[src/rtl/serial_adder4.sv]
module serial_adder4 #(
  parameter int W = 4
) (
  input  logic         clk,
  input  logic         rst_n,
  input  logic         start,
  input  logic [W-1:0] a_in,
  input  logic [W-1:0] b_in,
  output logic         busy,
  output logic         done,
  output logic [W-1:0] sum,
  output logic         carry_out
);
  localparam int CW = $clog2(W + 1);
  localparam logic [CW-1:0] LAST = CW'(W - 1);

  logic [W-1:0]  a_q, b_q;
  logic          c_q;
  logic [CW-1:0] cnt_q;
  logic          busy_q, done_q;

  logic x, y, s_bit;
  assign x     = a_q[0];
  assign y     = b_q[0];
  assign s_bit = x ^ y ^ c_q;

  always_ff @(posedge clk or negedge rst_n) begin
    if (!rst_n) begin
      a_q    <= '0;
      b_q    <= '0;
      c_q    <= 1'b0;
      cnt_q  <= '0;
      busy_q <= 1'b0;
      done_q <= 1'b0;
    end else if (start) begin
      a_q    <= a_in;
      b_q    <= b_in;
      c_q    <= 1'b0;
      cnt_q  <= '0;
      busy_q <= 1'b1;
      done_q <= 1'b0;
    end else if (busy_q) begin
      a_q <= {s_bit, a_q[W-1:1]};
      b_q <= {1'b0, b_q[W-1:1]};
      case ({x & y, ~x & ~y})
        2'b10:   c_q <= 1'b1;
        2'b01:   c_q <= 1'b0;
        default: c_q <= c_q;
      endcase
      if (cnt_q == LAST) begin
        busy_q <= 1'b0;
        done_q <= 1'b1;
        cnt_q  <= '0;
      end else begin
        cnt_q <= cnt_q + 1'b1;
      end
    end
  end

  assign busy      = busy_q;
  assign done      = done_q;
  assign sum       = a_q;
  assign carry_out = done_q & c_q;

  p_load_r2: assert property (@(posedge clk) disable iff (!rst_n)
    start |=> busy && !done && !carry_out);
  p_excl_r5: assert property (@(posedge clk) disable iff (!rst_n)
    !(busy && done));
  p_carry_set_r4: assert property (@(posedge clk) disable iff (!rst_n)
    busy && !start && x && y |=> c_q);
  p_carry_clr_r4: assert property (@(posedge clk) disable iff (!rst_n)
    busy && !start && !x && !y |=> !c_q);
  p_sumbit_r3: assert property (@(posedge clk) disable iff (!rst_n)
    busy && !start |=> sum[W-1] == ($past(x) ^ $past(y) ^ $past(c_q)));
  p_hold_r6: assert property (@(posedge clk) disable iff (!rst_n)
    done && !start |=> done && $stable(sum) && $stable(carry_out));
  p_nocarry_r4: assert property (@(posedge clk) disable iff (!rst_n)
    !done |-> !carry_out);
  p_finish_r5: assert property (@(posedge clk) disable iff (!rst_n)
    $fell(busy) && !$past(start) |-> done);
endmodule

[config.mk]
export PLATFORM = sky130hd
export DESIGN_NAME = serial_adder4
export DESIGN_NICKNAME = d
export VERILOG_FILES = /design/src/rtl/serial_adder4.sv
export SDC_FILE = /design/constraint.sdc
export NUM_CORES = 1
export LEC_CHECK = 0
export BUFFER_PORTS_ARGS = -buffer_cell sky130_fd_sc_hd__buf_2
export CORE_AREA = 8 8 45 47
export CTS_BUF_LIST = sky130_fd_sc_hd__clkbuf_8
export DETAILED_ROUTE_END_ITERATION = 6
export DIE_AREA = 0 0 53 55
export PLACE_DENSITY = 0.79
export SLEW_MARGIN = 20
export SYNTH_ARGS = -nofsm -noshare
export SYNTH_HDL_FRONTEND = slang
export SYNTH_SLANG_ARGS = --single-unit
[constraint.sdc]
create_clock -name clk -period 3.05 [get_ports clk]
set_clock_uncertainty 0.1 [all_clocks]
set_input_delay 0.305 -clock clk [delete_from_list [all_inputs] [get_ports clk]]
set_output_delay 0.305 -clock clk [all_outputs]
set_load 0.05 [all_outputs]
* After elaboration in Yosys (flattened, before gate mapping)
Cells that the tools add are included. Widths: inputs -> output; s select.
Storage, ports and cells: flip-flop bits (word level) 14, input port bits 11, output and inout bits 7, word-level logic and storage cells 38
Cells by class: $add $sub $neg 1, equal/unequal tests 3, muxes and demuxes 16, bitwise gates (word level) 7, reduce and logical (&&, ||, !) cells 5
Operator list (number):
- $mux 4 | 4
- $mux 3 | 3
- $mux 1 | 8
- $reduce_and 2->1 | 2
- $reduce_bool 2->1 | 2
- $add 3x1->3 const B | 1
- $and 1x1->1 | 3
- $eq 3x2->1 const B | 1
- $reduce_bool 3->1 | 1
- $eq 2x1->1 const B | 1
- $eq 2x2->1 const B | 1
- $not 1->1 | 2
- $pmux 1 s2 | 1
- $xor 1x1->1 | 2

* Logic depth before layout (Yosys ltp)
Gate-level depths: netlist of the first run.
word-level depth 6, depth in mapped cells 5

* Worst setup path after synthesis of the first run
No wires, ideal clock.
kind register to register, from register a_q[0], in the netlist sum[0], to register a_q[3], in the netlist sum[3], arrival 1.353 ns, data required time 2.824 ns, path slack 1.471 ns, cell stages (with the launch flop) 6, period minus slack after synthesis 1.579 ns, cell sequence dfrtp_1 -> inv_1 -> ha_1 -> xor2_1 -> mux2i_1 -> o21ai_0
On the way: cells in the longest elaborated chain, start to end 4
Ends and longest elaborated chain:
- start: declaration | RTL line 17 | logic [W-1:0] a_q, b_q;
- start signal: assignment | RTL line 36 | a_q <= a_in;
- start signal: assignment | RTL line 43 | a_q <= {s_bit, a_q[W-1:1]};
- $xor 1x1->1 (2 in a row) | RTL line 25 | assign s_bit = x ^ y ^ c_q;
- $mux 4 | RTL line 42 | end else if (busy_q) begin
- $mux 4 | RTL line 35 | end else if (start) begin
No other way between the ends. The select of a mux whose other input is x is not followed. A chain may end at the register's enable or synchronous reset.

* Final worst setup path of the first run
from register busy_q, in the netlist busy, to output busy
RTL lines:
- start: declaration | RTL line 20 | logic busy_q, done_q;
- start signal: assignment | RTL line 33 | busy_q <= 1'b0;
- start signal: assignment | RTL line 40 | busy_q <= 1'b1;
- start signal: assignment | RTL line 51 | busy_q <= 1'b0;
- end: declaration | RTL line 9 | output logic busy,
No word-level cell between the ends.

==> results of run 1 <==
[Yosys cell counts, drive strengths merged]
library cell and count:
dfrtp 14, nand2 8, o21ai 8, mux2i 7
buf 4, nand2b 4, a21oi 3, ha 3
inv 3, a211oi 2, a21o 1, a31oi 1
and2 1, nand3 1, nand3b 1, nor2 1
xor2 1
[sequential cells by signal, summed over array words and instances, names as in the netlist]
signal	cells
sum	4
busy	1
cnt_q	3
c_q	1
b_q	4
done	1
[logic make-up after synthesis]
kind of cell	Yosys count	synth area share [%]
AND/OR/NAND/NOR	16	11.9
AO/OA/AOI/OAI	15	13.5
flip-flops	14	50.4
buffers and inverters	7	7.55
multiplexers	7	10.1
adder cells (fa/ha/maj)	3	5.40
XOR/XNOR	1	1.26
[routing by layer]
layer / global-route usage, % / routed length (um) / vias up
li1: - / - / 246
met1: 10.5 / 576 / 232
met2: 13.3 / 501 / 17
met3: 4.01 / 119 / 2
met4: 5.17 / 16 / 0
met5: 0 / 0 / -
[tightest hold or removal path, delay by kind of cell]
kind,cells,cell delay [ps]
AO/OA/AOI/OAI,1,60
AND/OR/NAND/NOR,1,40
buffers and inverters,1,70
[area by class of cell]
class                   instances  area, um2  share of cell area, %
flip-flops and latches         14        350                   42.5
multi-input cells              42        293                   35.5
repair buffers                 18       95.1                   11.5
clock buffers                   4       55.1                   6.68
well taps                      16       20.0                   2.43
inverters                       3       11.3                   1.37
[worst max path at each step]
stage,end,slack [ps]
global placement,busy,1530
CTS,busy,1230
global route,busy,1190
detailed placement,busy,1510
finish,busy,1250
floorplan,sum[3],1470
[timing repair]
item	4_1_cts	5_1_grt
endpoints found under the hold margin	14	0
hold buffers	1	0
gates resized for setup	0	0
[power groups by stage]
| stage | Sequential (mW) | Combinational [mW] | Clock, mW |
|---|---|---|---|
| floorplan | 0.271 | 0.0786 | 0 |
| global placement | 0.240 | 0.130 | 0 |
| detailed placement | 0.241 | 0.132 | 0 |
| CTS | 0.238 | 0.134 | 0.182 |
| global route | 0.242 | 0.143 | 0.191 |
| finish | 0.238 | 0.132 | 0.177 |
==> impl_metrics.yaml, run 1 <==
status:
  status: "completed"
layout:
  area_growth_pct: 18.5
  final_common_cell: "buf_2"
  layout-drive-gt1-share_pct: 32.1
  fillers: 117
  instances_no_fill: 97
  antenna_cells: 0
  final_cell_mix: "buf_2, dfrtp_1, nand2_1"
  postLayoutCellArea_um2: 825
  fin_nets: 96
  final_core_util_pct: 59.6
logic_synthesis:
  synth_cells: 63
  ys_warn_count: 0
  synth_nets: 77
  synth-seq-cells: 14
  avgSynthCellArea_um2: 11.0
  synth_top_area_share_pct: 50.4
  syn_area_um2: 696
  synth_cell_types: 23
  synth_area_leaders: "dfrtp_1, mux2i_1, ha_1, o21ai_0, nand2_1"
  ys_seq_area_share_pct: 50.4
  yosys.area.top_type: "dfrtp_1"
place:
  place_inst: 92
  dpl-instance-area_um2: 759
  dp_hpwl_um: 873
  place_congestion: 0.644
  port_buffers: 17
  pre_cts_ws_ps: 1510
setup_path:
  startpoint_type: "register"
  startpoint: "busy"
  reg2reg_slack_ps: 1700
  cp_slowest_stage_delay_ps: 770
  cp.depth: 1
  r2r_cells: 2
  cp_num_buf_inv: 1
  crit_chain: "buf_2"
  end_kind: "output port"
  critPathMaxFanout: 18
  r2r_end: "sum[3]"
  critical_path_class: "register to output port"
  path_delay_family: "flip-flops"
  cp_slowest_cell: "dfrtp_1"
  reg2reg_from: "busy"
  worst_ep_arrival_time_ps: 1400
  worstPathRequired_ps: 2640
sta:
  period_share_pct: 59.0
  finalWorstSetupSlack_ps: 1250
  drv_slew: 0
  hold_viol_final: 0
  fin_setup_tns_ps: 0
  setup_viol: 0
  rsz0062_at_grt: "no"
  timing.hold.ws_ps: 170
  tightest_slew_ps: 666
  max_freq_mhz: 555
  maxSlewHeadroom_pct: 55.6
  fin_crit_ps: 1800
power:
  switching_share_pct: 31.4
  powerDensity_mw_per_mm2: 663
  p_seq_share_pct: 43.5
  p_int_mw: 0.375
  finalPower_mw: 0.546
  clock_power_share_pct: 32.4
  pwr-share-comb_pct: 24.1
  vdd_ir_drop_max_uv: 356
  p_leak_nw: 0.442
  p_switching_mw: 0.172
route:
  ant_nets: 0
  firstDrtPassIters: 4
  wirelength_mm: 1.21
  viasPerCell: 5.12
  vias: 497
  wire_per_inst_um: 12.5
  drt_iter0_drc: 3
  drc: 0
run:
  maxCapViolations: 0
clock_network:
  clock_path_buffers: 2
  postCtsSetupRepairBufs: 0
  clock-sinks: 14
  h-tree-depth: 1
  numCtsBuffers: 3
  clockRootBuffer: "clkbuf_8"
  clkLatencyLatePin_ps: 240
  clk_pin_slew_ps: 60
  cts_tree: "built"
global_route:
  grt_first_pass_wirelength_mm: 1.92
  grt_pass1_vias: 478
  grt-ovfl-total: 0
  grt_max_degree: 23
  grtUsageTotal_pct: 8.96
  antenna_found_initial: 0
die:
  die_h_um: 55
  row_count: 14
  core_area_mm2: 0.00138
  die_x_um: 53
  io-pin-count: 18
  die-area_mm2: 0.00292
  initial_core_util_pct: 50.3
hold_path:
  hold_depth: 3
  hp-start: "b_in[1]"
  min_path_type: "input pin to register"
  hold_end: "b_q[1]"
No activity file was read; power rests on OpenSTA's default activity.
==> run 2, diff against run 1 <==
- CORE_AREA: 8 8 45 47 -> unset
- CORE_MARGIN: unset -> 8
- CORE_UTILIZATION: unset -> 48
- DIE_AREA: 0 0 53 55 -> unset
- PLACE_DENSITY: 0.79 -> 0.76
- clock period: 3.05 -> 1.4 ns (I/O delays scaled with it)
==> impl_metrics.yaml, run 2 (synthesis gave the netlist of run 1 again) <==
clock_network:
  clkLatencyLatePin_ps: 230
  cts_tree: "built"
  clk_pin_slew_ps: 50
  clockRootBuffer: "clkbuf_8"
  numCtsBuffers: 3
  h-tree-depth: 1
  clock-sinks: 14
  clock_path_buffers: 2
global_route:
  grt_max_degree: 23
  antenna_found_initial: 0
  grt_first_pass_wirelength_mm: 2.06
  grt-ovfl-total: 0
  grtUsageTotal_pct: 9.52
  grt_pass1_vias: 487
die:
  initial_core_util_pct: 52.2
  core_area_mm2: 0.00133
  row_count: 13
  die_h_um: 54.1
  die-area_mm2: 0.00292
  io-pin-count: 18
  die_x_um: 54.1
layout:
  final_cell_mix: "buf_2, dfrtp_1, nand2_1"
  layout-drive-gt1-share_pct: 37.0
  antenna_cells: 0
  final_common_cell: "buf_2"
  area_growth_pct: 20.0
  layout.area.seq_um2: 355
  multiInputGateArea_um2: 305
  fin_nets: 97
  fillers: 116
sta:
  setup_viol: 0
  drv_slew: 0
  maxSlewHeadroom_pct: 77.1
  fin_setup_tns_ps: 0
  max_freq_mhz: 742
  tightest_slew_ps: 343
  fin_crit_ps: 1350
  timing.hold.ws_ps: 4.29
  period_share_pct: 96.3
  rsz0062_at_grt: "no"
  hold_viol_final: 0
setup_path:
  path_delay_family: "flip-flops"
  crit_chain: "buf_2"
  worstPathRequired_ps: 1160
  cp_slowest_cell: "dfrtp_4"
  reg2reg_from: "sum[0]"
  startpoint_type: "register"
  critPathMaxFanout: 18
  end_kind: "output port"
  cp_num_buf_inv: 1
  reg2reg_slack_ps: 120
  worst_ep_arrival_time_ps: 1110
  critical_path_class: "register to output port"
  cp_slowest_stage_delay_ps: 560
  r2r_end: "sum[3]"
  r2r_cells: 5
power:
  pwr-share-comb_pct: 26.3
  p_seq_share_pct: 46.1
  switching_share_pct: 32.2
  p_int_mw: 0.771
  p_leak_nw: 0.438
  powerDensity_mw_per_mm2: 1360
  clock_power_share_pct: 27.6
  p_switching_mw: 0.367
  vdd_ir_drop_max_uv: 1070
route:
  firstDrtPassIters: 3
  wirelength_mm: 1.27
  vias: 507
  drt_iter0_drc: 8
  wire_per_inst_um: 13.2
  viasPerCell: 5.28
  wl_met3_um: 70
  wl_met2_um: 597
  drc: 0
  ant_nets: 0
  routed.top_layer: "met4"
  wirelength_met1_um: 590
status:
  status: "completed"
hold_path:
  hold_end: "sum[1]"
  hold_depth: 3
  hp-start: "a_in[1]"
  min_path_type: "input pin to register"
place:
  dp_hpwl_um: 937
  place_congestion: 0.725
  port_buffers: 17
run:
  maxCapViolations: 0
==> run 2: cell types whose count changed in the layout (fill, tap and decap cells not counted), sizes merged <==
cell / previous run / this run
clkbuf: 4 / 3
buf: 17 / 18
==> run 2: power groups by stage <==
stage | clock (mW) | sequential (mW) | combinational [mW]
after CTS | 0.327 | 0.527 | 0.301
final | 0.314 | 0.525 | 0.299
after global placement | 0 | 0.529 | 0.289
after detailed placement | 0 | 0.531 | 0.298
after floorplan | 0 | 0.592 | 0.179
after global routing | 0.337 | 0.535 | 0.327
==> run 2: what timing repair did <==
item                       CTS  global route
gates resized for setup      1             0
hold endpoints to repair    14             0
hold buffers                 1             0
gates cloned                 0             0
buffers inserted             0             1
setup endpoints to repair    1             1
==> run 2: area by class of cell <==
cell class	instances	area share, %
clock buffers	3	4.95
multi-input cells	42	36.6
inverters	3	1.35
well taps	15	2.25
repair buffers	19	12.3
flip-flops and latches	14	42.6
==> run 2: per-layer routing <==
metal  global-route usage (%)  vias to the layer above
met4                     4.92                        0
met2                     14.3                       12
met5                        0                        -
met1                     11.8                      245
met3                     3.31                        2
li1                         -                      248
==> run 2: worst max-delay path by stage <==
stage / start / end / slack (ps) / depth (start not counted)
after floorplan: sum[0] / sum[3] / 20 / 5
after global placement: sum[0] / sum[3] / 170 / 5
after detailed placement: sum[0] / sum[3] / 120 / 5
after CTS: busy / busy / 30 / 1
after global routing: busy / busy / 20 / 1
final: busy / busy / 50 / 1
==> run 2: worst min-delay path, cell delays in order <==
cell	delay, ps
buf_2	70
nand2_1	40
o21ai_0	50
==> run 2: through the flow <==
| step | setup WS (ps) | power (mW) | cells | util (%) | cell area, um2 |
|---|---|---|---|---|---|
| 2_1_floorplan | 18.6 | 0.771 | 63 | - | 711 |
| 3_3_place_gp | 167 | 0.818 | 91 | 58.0 | 773 |
| 3_5_place_dp | 121 | 0.829 | 91 | 58.0 | 773 |
| 4_1_cts | 34.7 | 1.15 | 95 | 62.0 | 827 |
| 5_1_grt | 16.6 | 1.20 | 96 | 62.6 | 835 |
| 6_report | 52.0 | 1.14 | 96 | 62.6 | 835 |
